## src/rtl/trig_pwm_pkg.sv

```systemverilog
package trig_pwm_pkg;

    localparam int CNT_W  = 16;
    localparam int N_DUTY = 3;
    localparam int SEL_W  = 3;

    typedef enum logic [1:0] {
        EDGE_NONE = 2'd0,
        EDGE_RISE = 2'd1,
        EDGE_FALL = 2'd2,
        EDGE_BOTH = 2'd3
    } edge_mode_e;

    // Per-clock counter events shared by the counter and the channels
    typedef struct packed {
        logic clear;   // counter goes to zero (trigger or wrap)
        logic step;    // counter increments by one
        logic wrap;    // period end without a coincident trigger
    } cnt_evt_t;

    function automatic logic edge_hit(edge_mode_e m, logic now, logic prev);
        logic hit;
        case (m)
            EDGE_RISE: hit = now & ~prev;
            EDGE_FALL: hit = ~now & prev;
            EDGE_BOTH: hit = now ^ prev;
            default:   hit = 1'b0;
        endcase
        return hit;
    endfunction

endpackage

```

## src/rtl/tpt_prescaler.sv

```systemverilog
module tpt_prescaler #(
    parameter int SEL_W = trig_pwm_pkg::SEL_W
) (
    input  logic             clk,
    input  logic             rst,
    input  logic             clr,
    input  logic [SEL_W-1:0] sel,
    output logic             tick
);
    localparam int PRE_W = (1 << SEL_W) - 1;

    logic [PRE_W-1:0] pre;
    logic [PRE_W-1:0] mask;

    always_comb begin
        for (int b = 0; b < PRE_W; b++) begin
            mask[b] = (b < int'(sel));
        end
    end

    assign tick = ((pre & mask) == mask);

    always_ff @(posedge clk) begin
        if (rst || clr) begin
            pre <= '0;
        end else begin
            pre <= pre + 1'b1;
        end
    end

    // With no division the count clock is present on every cycle after a restart
    AST_FULL_RATE_TICK: assert property (@(posedge clk) disable iff (rst)
        (clr && sel == '0 && $stable(sel)) |=> (sel != '0 || tick));

endmodule

```

## src/rtl/tpt_trigger.sv

```systemverilog
module tpt_trigger
    import trig_pwm_pkg::*;
(
    input  logic       clk,
    input  logic       rst,
    input  edge_mode_e mode,
    input  logic       ext_pin,
    input  logic       sw_set,
    output logic       trig
);
    logic pin_prev;
    logic sw_bit;

    always_ff @(posedge clk) begin
        if (rst) begin
            pin_prev <= 1'b0;
            sw_bit   <= 1'b0;
        end else begin
            pin_prev <= ext_pin;
            sw_bit   <= sw_set;
        end
    end

    assign trig = edge_hit(mode, ext_pin, pin_prev) | sw_bit;

    // A held pin with no strobe pending never triggers
    AST_NO_PHANTOM_TRIG: assert property (@(posedge clk) disable iff (rst)
        ($stable(ext_pin) && !$past(sw_set)) |-> !trig);

endmodule

```

## src/rtl/tpt_duty_chan.sv

```systemverilog
module tpt_duty_chan
    import trig_pwm_pkg::*;
#(
    parameter int CNT_W = trig_pwm_pkg::CNT_W
) (
    input  logic             clk,
    input  logic             rst,
    input  logic             enable,
    input  logic [CNT_W-1:0] cmp_val,
    input  cnt_evt_t         evt,
    input  logic [CNT_W-1:0] cnt_nxt,
    output logic             out,
    output logic             irq
);
    logic [CNT_W-1:0] shadow;
    logic             hit;

    assign hit = evt.step && (cnt_nxt == shadow);

    always_ff @(posedge clk) begin
        if (rst) begin
            shadow <= '0;
            out    <= 1'b0;
            irq    <= 1'b0;
        end else begin
            if (!enable || evt.clear) begin
                shadow <= cmp_val;
            end
            if (!enable) begin
                out <= 1'b0;
            end else if (evt.clear) begin
                out <= (cmp_val != '0);
            end else if (hit) begin
                out <= 1'b0;
            end
            irq <= enable && hit;
        end
    end

    AST_CHAN_OFF_QUIET: assert property (@(posedge clk) disable iff (rst)
        !enable |=> (!out && !irq));

    AST_CHAN_IRQ_SINGLE: assert property (@(posedge clk) disable iff (rst)
        irq |=> !irq);

    AST_CHAN_IRQ_WITH_FALL: assert property (@(posedge clk) disable iff (rst)
        irq |-> !out);

endmodule

```

## src/rtl/trig_pwm_timer.sv

```systemverilog
module trig_pwm_timer
    import trig_pwm_pkg::*;
#(
    parameter int CNT_W  = trig_pwm_pkg::CNT_W,
    parameter int N_DUTY = trig_pwm_pkg::N_DUTY,
    parameter int SEL_W  = trig_pwm_pkg::SEL_W
) (
    input  logic                         clk,
    input  logic                         rst,
    input  logic                         enable,
    input  logic [SEL_W-1:0]             clk_sel,
    input  logic [1:0]                   edge_mode,
    input  logic                         ext_trig,
    input  logic                         sw_trig_set,
    input  logic                         cmp_wr,
    input  logic [$clog2(N_DUTY+1)-1:0]  cmp_addr,
    input  logic [CNT_W-1:0]             cmp_wdata,
    output logic [N_DUTY-1:0]            pwm_out,
    output logic [N_DUTY:0]              cmp_irq
);
    localparam int N_CMP = N_DUTY + 1;
    localparam int AW    = $clog2(N_CMP);

    logic [CNT_W-1:0] cmp_reg [N_CMP];
    logic [CNT_W-1:0] per_shadow;
    logic [CNT_W-1:0] cnt;
    logic [CNT_W-1:0] cnt_nxt;
    logic             running;
    logic             irq_wrap;
    logic             trig;
    logic             tick;
    logic             at_top;
    cnt_evt_t         evt;

    // Compare register file
    for (genvar g = 0; g < N_CMP; g++) begin : g_cmp
        always_ff @(posedge clk) begin
            if (rst) begin
                cmp_reg[g] <= '0;
            end else if (cmp_wr && cmp_addr == AW'(g)) begin
                cmp_reg[g] <= cmp_wdata;
            end
        end
    end

    tpt_trigger u_trig (
        .clk     (clk),
        .rst     (rst),
        .mode    (edge_mode_e'(edge_mode)),
        .ext_pin (ext_trig),
        .sw_set  (sw_trig_set),
        .trig    (trig)
    );

    tpt_prescaler #(.SEL_W(SEL_W)) u_pre (
        .clk  (clk),
        .rst  (rst),
        .clr  (!enable || trig),
        .sel  (clk_sel),
        .tick (tick)
    );

    assign at_top    = (cnt == per_shadow);
    assign cnt_nxt   = cnt + 1'b1;
    assign evt.wrap  = enable && running && tick && at_top && !trig;
    assign evt.clear = enable && (trig || (running && tick && at_top));
    assign evt.step  = enable && running && tick && !at_top && !trig;

    always_ff @(posedge clk) begin
        if (rst) begin
            cnt        <= '1;
            running    <= 1'b0;
            per_shadow <= '0;
            irq_wrap   <= 1'b0;
        end else begin
            if (!enable || evt.clear) begin
                per_shadow <= cmp_reg[0];
            end
            if (!enable) begin
                cnt     <= '1;
                running <= 1'b0;
            end else if (evt.clear) begin
                cnt     <= '0;
                running <= 1'b1;
            end else if (evt.step) begin
                cnt     <= cnt_nxt;
            end
            irq_wrap <= evt.wrap;
        end
    end

    assign cmp_irq[0] = irq_wrap;

    for (genvar k = 1; k <= N_DUTY; k++) begin : g_chan
        tpt_duty_chan #(.CNT_W(CNT_W)) u_chan (
            .clk     (clk),
            .rst     (rst),
            .enable  (enable),
            .cmp_val (cmp_reg[k]),
            .evt     (evt),
            .cnt_nxt (cnt_nxt),
            .out     (pwm_out[k-1]),
            .irq     (cmp_irq[k])
        );
    end

    AST_OFF_PARKS: assert property (@(posedge clk) disable iff (rst)
        !enable |=> (cnt == '1 && !running));

    AST_TRIG_RESTART: assert property (@(posedge clk) disable iff (rst)
        (enable && trig) |=> (cnt == '0 && running));

    AST_CNT_IN_PERIOD: assert property (@(posedge clk) disable iff (rst)
        running |-> (cnt <= per_shadow));

    AST_WRAP_AT_ZERO: assert property (@(posedge clk) disable iff (rst)
        irq_wrap |-> (cnt == '0 && running));

    AST_IDLE_QUIET: assert property (@(posedge clk) disable iff (rst)
        (!running && $past(!running)) |-> (cmp_irq == '0));

endmodule

```

## config.mk

```make
export PLATFORM = sky130hd
export DESIGN_NAME = trig_pwm_timer
export DESIGN_NICKNAME = d
export VERILOG_FILES = /design/src/rtl/trig_pwm_pkg.sv /design/src/rtl/tpt_prescaler.sv /design/src/rtl/tpt_trigger.sv /design/src/rtl/tpt_duty_chan.sv /design/src/rtl/trig_pwm_timer.sv
export SDC_FILE = /design/constraint.sdc
export NUM_CORES = 1
export LEC_CHECK = 0
export BUFFER_PORTS_ARGS = -buffer_cell sky130_fd_sc_hd__buf_4
export CAP_MARGIN = 5
export CORE_AREA = 4 4 118 120
export DETAILED_ROUTE_END_ITERATION = 8
export DIE_AREA = 0 0 122 124
export HOLD_SLACK_MARGIN = 0.06
export PLACE_DENSITY = 0.8
export SYNTH_ARGS = -nofsm -noshare
export SYNTH_HDL_FRONTEND = slang
export SYNTH_SLANG_ARGS = --single-unit
```

## constraint.sdc

```tcl
create_clock -name clk -period 3.4 [get_ports clk]
set_input_delay 0.34 -clock clk [delete_from_list [all_inputs] [get_ports clk]]
set_output_delay 0.34 -clock clk [all_outputs]
set_load 0.01 [all_outputs]
```

==> flow_summary.json <==
{
  "grt_pass1_wl_mm": 32.7,
  "netlist_instances": 847,
  "r2r_slack_ns": 0.35,
  "synth_xor_area_share_pct": 8.74,
  "grt_pass1_vias": 5987,
  "nFillCells": 998,
  "dieHeight_um": 124,
  "gp_congestion": 0.964,
  "diodes": 0,
  "num_vias": 6391,
  "cp_cell_sequence": "nand4_1 -> buf_4 -> nor4_4 -> xnor3_1 -> a21oi_1 -> nor4b_2 -> a311oi_1 -> o21a_1",
  "min_period_over_period_pct": 89.6,
  "post-cts-setup-buffers": 0,
  "status": "finished clean",
  "via_per_inst": 6.05,
  "slowest_delay_ns": 0.66,
  "worst-r2r-cell-count": 8,
  "cts_buffers": 17,
  "layout-drive-gt1-share_pct": 12.1,
  "fp.dieW_um": 122,
  "slew_viol_final": 0,
  "clock_sinks": 161,
  "yosysSeqAreaShare_pct": 48.9,
  "hold_path.startpoint": "sw_trig_set",
  "rr_startpoint": "cnt[7]$_SDFFE_PP1P_",
  "routed_wl_mm": 21.4,
  "clockBufferDepth": 2,
  "yosysTopAreaCell": "dfxtp_1",
  "final_cells": 1057,
  "hold_path_class": "in -> reg",
  "syn-mean-instance-area_um2": 9.33,
  "core-area_mm2": 0.0130,
  "finalSetupViolations": 0,
  "cap_violations": 0,
  "synth_enable_flop_cells": 64,
  "placementRows": 42,
  "synth_top_family_by_area": "simple AND/OR/NAND/NOR gates",
  "grt_overflow": 0,
  "pin_count": 36,
  "antenna_found_initial": 0,
  "critPathCapture": "g_chan[3].u_chan.out$_SDFFE_PP0P_",
  "power.leakage_nw": 3.40,
  "rr_endpoint": "g_chan[3].u_chan.out$_SDFFE_PP0P_",
  "wire_per_inst_um": 20.3,
  "slew_headroom_pct": 24.0,
  "track_usage_pct": 28.9,
  "critPathKind": "reg -> reg",
  "synthFlopType": "dfxtp_1",
  "cp.required_ns": 3.72,
  "synth_fa_ha_area_share_pct": 0.633,
  "htree_num_levels": 4,
  "fin_skew_ns": 0.00731,
  "path_clk_slew_ns": 0.06,
  "drcViolationCount": 0,
  "ys_seq_elements": 161,
  "mappedNetlistNets": 880,
  "whs_ns": 0.140,
  "cp_max_fo": 11,
  "worstSetupStartpoint": "cnt[7]$_SDFFE_PP1P_",
  "yosys.area_share.simple_pct": 24.4,
  "synth_compound_area_share_pct": 12.9,
  "synth_cell_types": 68,
  "synth.top_cell.area_share_pct": 24.6,
  "drt-initial-drc-count": 768,
  "layout.nets": 901,
  "synth_area_mm2": 0.00790,
  "max_freq_mhz": 328,
  "endpoint_kind": "flop",
  "placed_cells": 1025,
  "largest_reg_flops": 64,
  "cts_tree": "done",
  "worst_pin_slew_ns": 1.14,
  "cellPowerDensity_mw_per_mm2": 570,
  "crit_arrival_ns": 3.37,
  "antenna_left": 0,
  "muxShareOfSynthArea_pct": 0.127,
  "grt_max_degree": 67,
  "start_util_pct": 60.9,
  "ir_drop_uv": 379,
  "clk_latency_ns": 0.43,
  "yosysWarnings": 0,
  "rsz0062_at_grt": "false",
  "area_growth_pct": 13.1,
  "async_flop_share_pct": 0,
  "hpwl_mm": 15.7,
  "port_buffers": 35,
  "fin_crit_ns": 3.05,
  "hold_viol_final": 0,
  "design.die.area_mm2": 0.0151,
  "firstDrtPassIters": 5,
  "ys_top_cells_by_area": "dfxtp_1, edfxtp_1, nand2_1, and2_1, xnor2_1",
  "cp-start-kind": "flop",
  "cts_root_buf": "clkbuf_16",
  "cp_slowest_cell": "dfxtp_1",
  "finalPower_w": 0.00510,
  "final.setup.tns_ns": 0
}
## worst min-delay path by stage
stage,to,depth (start not counted)
2_1_floorplan,g_chan[2].u_chan.shadow[9]$_SDFFE_PP0P_,2
3_3_place_gp,g_chan[1].u_chan.out$_SDFFE_PP0P_,2
3_5_place_dp,g_chan[2].u_chan.out$_SDFFE_PP0P_,2
4_1_cts,u_trig.sw_bit$_SDFF_PP0_,2
5_1_grt,u_trig.sw_bit$_SDFF_PP0_,2
6_report,u_trig.sw_bit$_SDFF_PP0_,2
## synthesized netlist by cell type (11+ instances only)
master,instances
clkbuf_1,32
a21oi_1,83
and2_1,70
buf_2,15
inv_1,14
xor2_1,17
nor4_1,22
nand4_1,15
nand2_1,162
nor2_1,29
xnor2_1,49
o21ai_0,16
o211ai_1,11
edfxtp_1,64
dfxtp_1,97
nand3_1,15
## metal layers
layer / vias to the layer above / track usage [%] / routed length, um / share of wire (%)
met1: 3047 / 39.1 / 9160 / 43
li1: 3017 / - / - / -
met5: - / 0 / 0 / 0
met3: 46 / 5.40 / 1760 / 8.2
met2: 281 / 46.4 / 9940 / 46
met4: 0 / 11.3 / 545 / 2.5
## stage by stage
step / util [%] / setup WS, ns / instance area, um2
global route: 68.8 / 0.0278 / 8940
floorplan: - / 0.845 / 7900
detailed placement: 64.0 / 0.211 / 8300
global placement: 64.0 / 0.264 / 8300
CTS: 68.8 / 0.215 / 8930
finish: 68.8 / 0.355 / 8940
## cell families (layout without fill, tap and decap cells)
group / after synthesis / in the layout
DFF: 161 / 161
buffers and inverters: 73 / 107
AOI/OAI and AO/OA: 163 / 163
and+or+nand+nor: 374 / 374
adders and majority gates: 4 / 4
muxes: 1 / 1
xor gates and xnor gates: 71 / 71
## critical path: cells and delay by family, from the launching register on
| kind | cells | cell delay, ns |
|---|---|---|
| xor+xnor | 1 | 0.31 |
| simple gates | 3 | 1.23 |
| compound gates | 3 | 0.49 |
| buf+inv | 1 | 0.25 |
| flops | 1 | 0.66 |
## area by class of cell
type                    instances  area, um2  area share, %
flip-flops and latches        161       3860           43.2
well taps                     176        220           2.46
clock buffers                  17        425           4.76
multi-input cells             613       3720           41.6
repair buffers                 60        450           5.04
clock inverters                15        201           2.25
inverters                      15       56.3          0.630
## layout by cell type (no fill, tap or decap), types with 5 or more instances in the layout
| cell type | Yosys | final |
|---|---|---|
| inv_6 | 0 | 5 |
| nand2b_1 | 9 | 9 |
| clkbuf_16 | 0 | 17 |
| a2111oi_0 | 6 | 6 |
| o211ai_1 | 11 | 11 |
| nand4_1 | 15 | 15 |
| xnor2_1 | 49 | 49 |
| nor2b_1 | 5 | 5 |
| buf_4 | 10 | 60 |
| edfxtp_1 | 64 | 64 |
| a21oi_1 | 83 | 83 |
| nor4_1 | 22 | 21 |
| nor3_1 | 10 | 10 |
| nand3_1 | 15 | 15 |
| dfxtp_1 | 97 | 97 |
| a31oi_1 | 7 | 7 |
| nand2_1 | 162 | 161 |
| xnor3_1 | 5 | 5 |
| xor2_1 | 17 | 17 |
| o21ai_0 | 16 | 16 |
| inv_1 | 14 | 14 |
| nor2_1 | 29 | 29 |
| and2_1 | 70 | 69 |
## power by group
| part | total (W) | internal (W) | leakage (nW) | switching [W] |
|---|---|---|---|---|
| registers | 0.00227 | 0.00214 | 1.43 | 0.000130 |
| clock network | 0.00204 | 0.00124 | 0.300 | 0.000805 |
| logic | 0.000783 | 0.000311 | 1.67 | 0.000472 |
| total | 0.00510 | 0.00369 | 3.40 | 0.00141 |
## timing repair
item | CTS | global route
resized for setup | 0 | 1
setup endpoints to repair | 0 | 1
hold buffers | 0 | 0
Power figures use the tool's default switching activity.
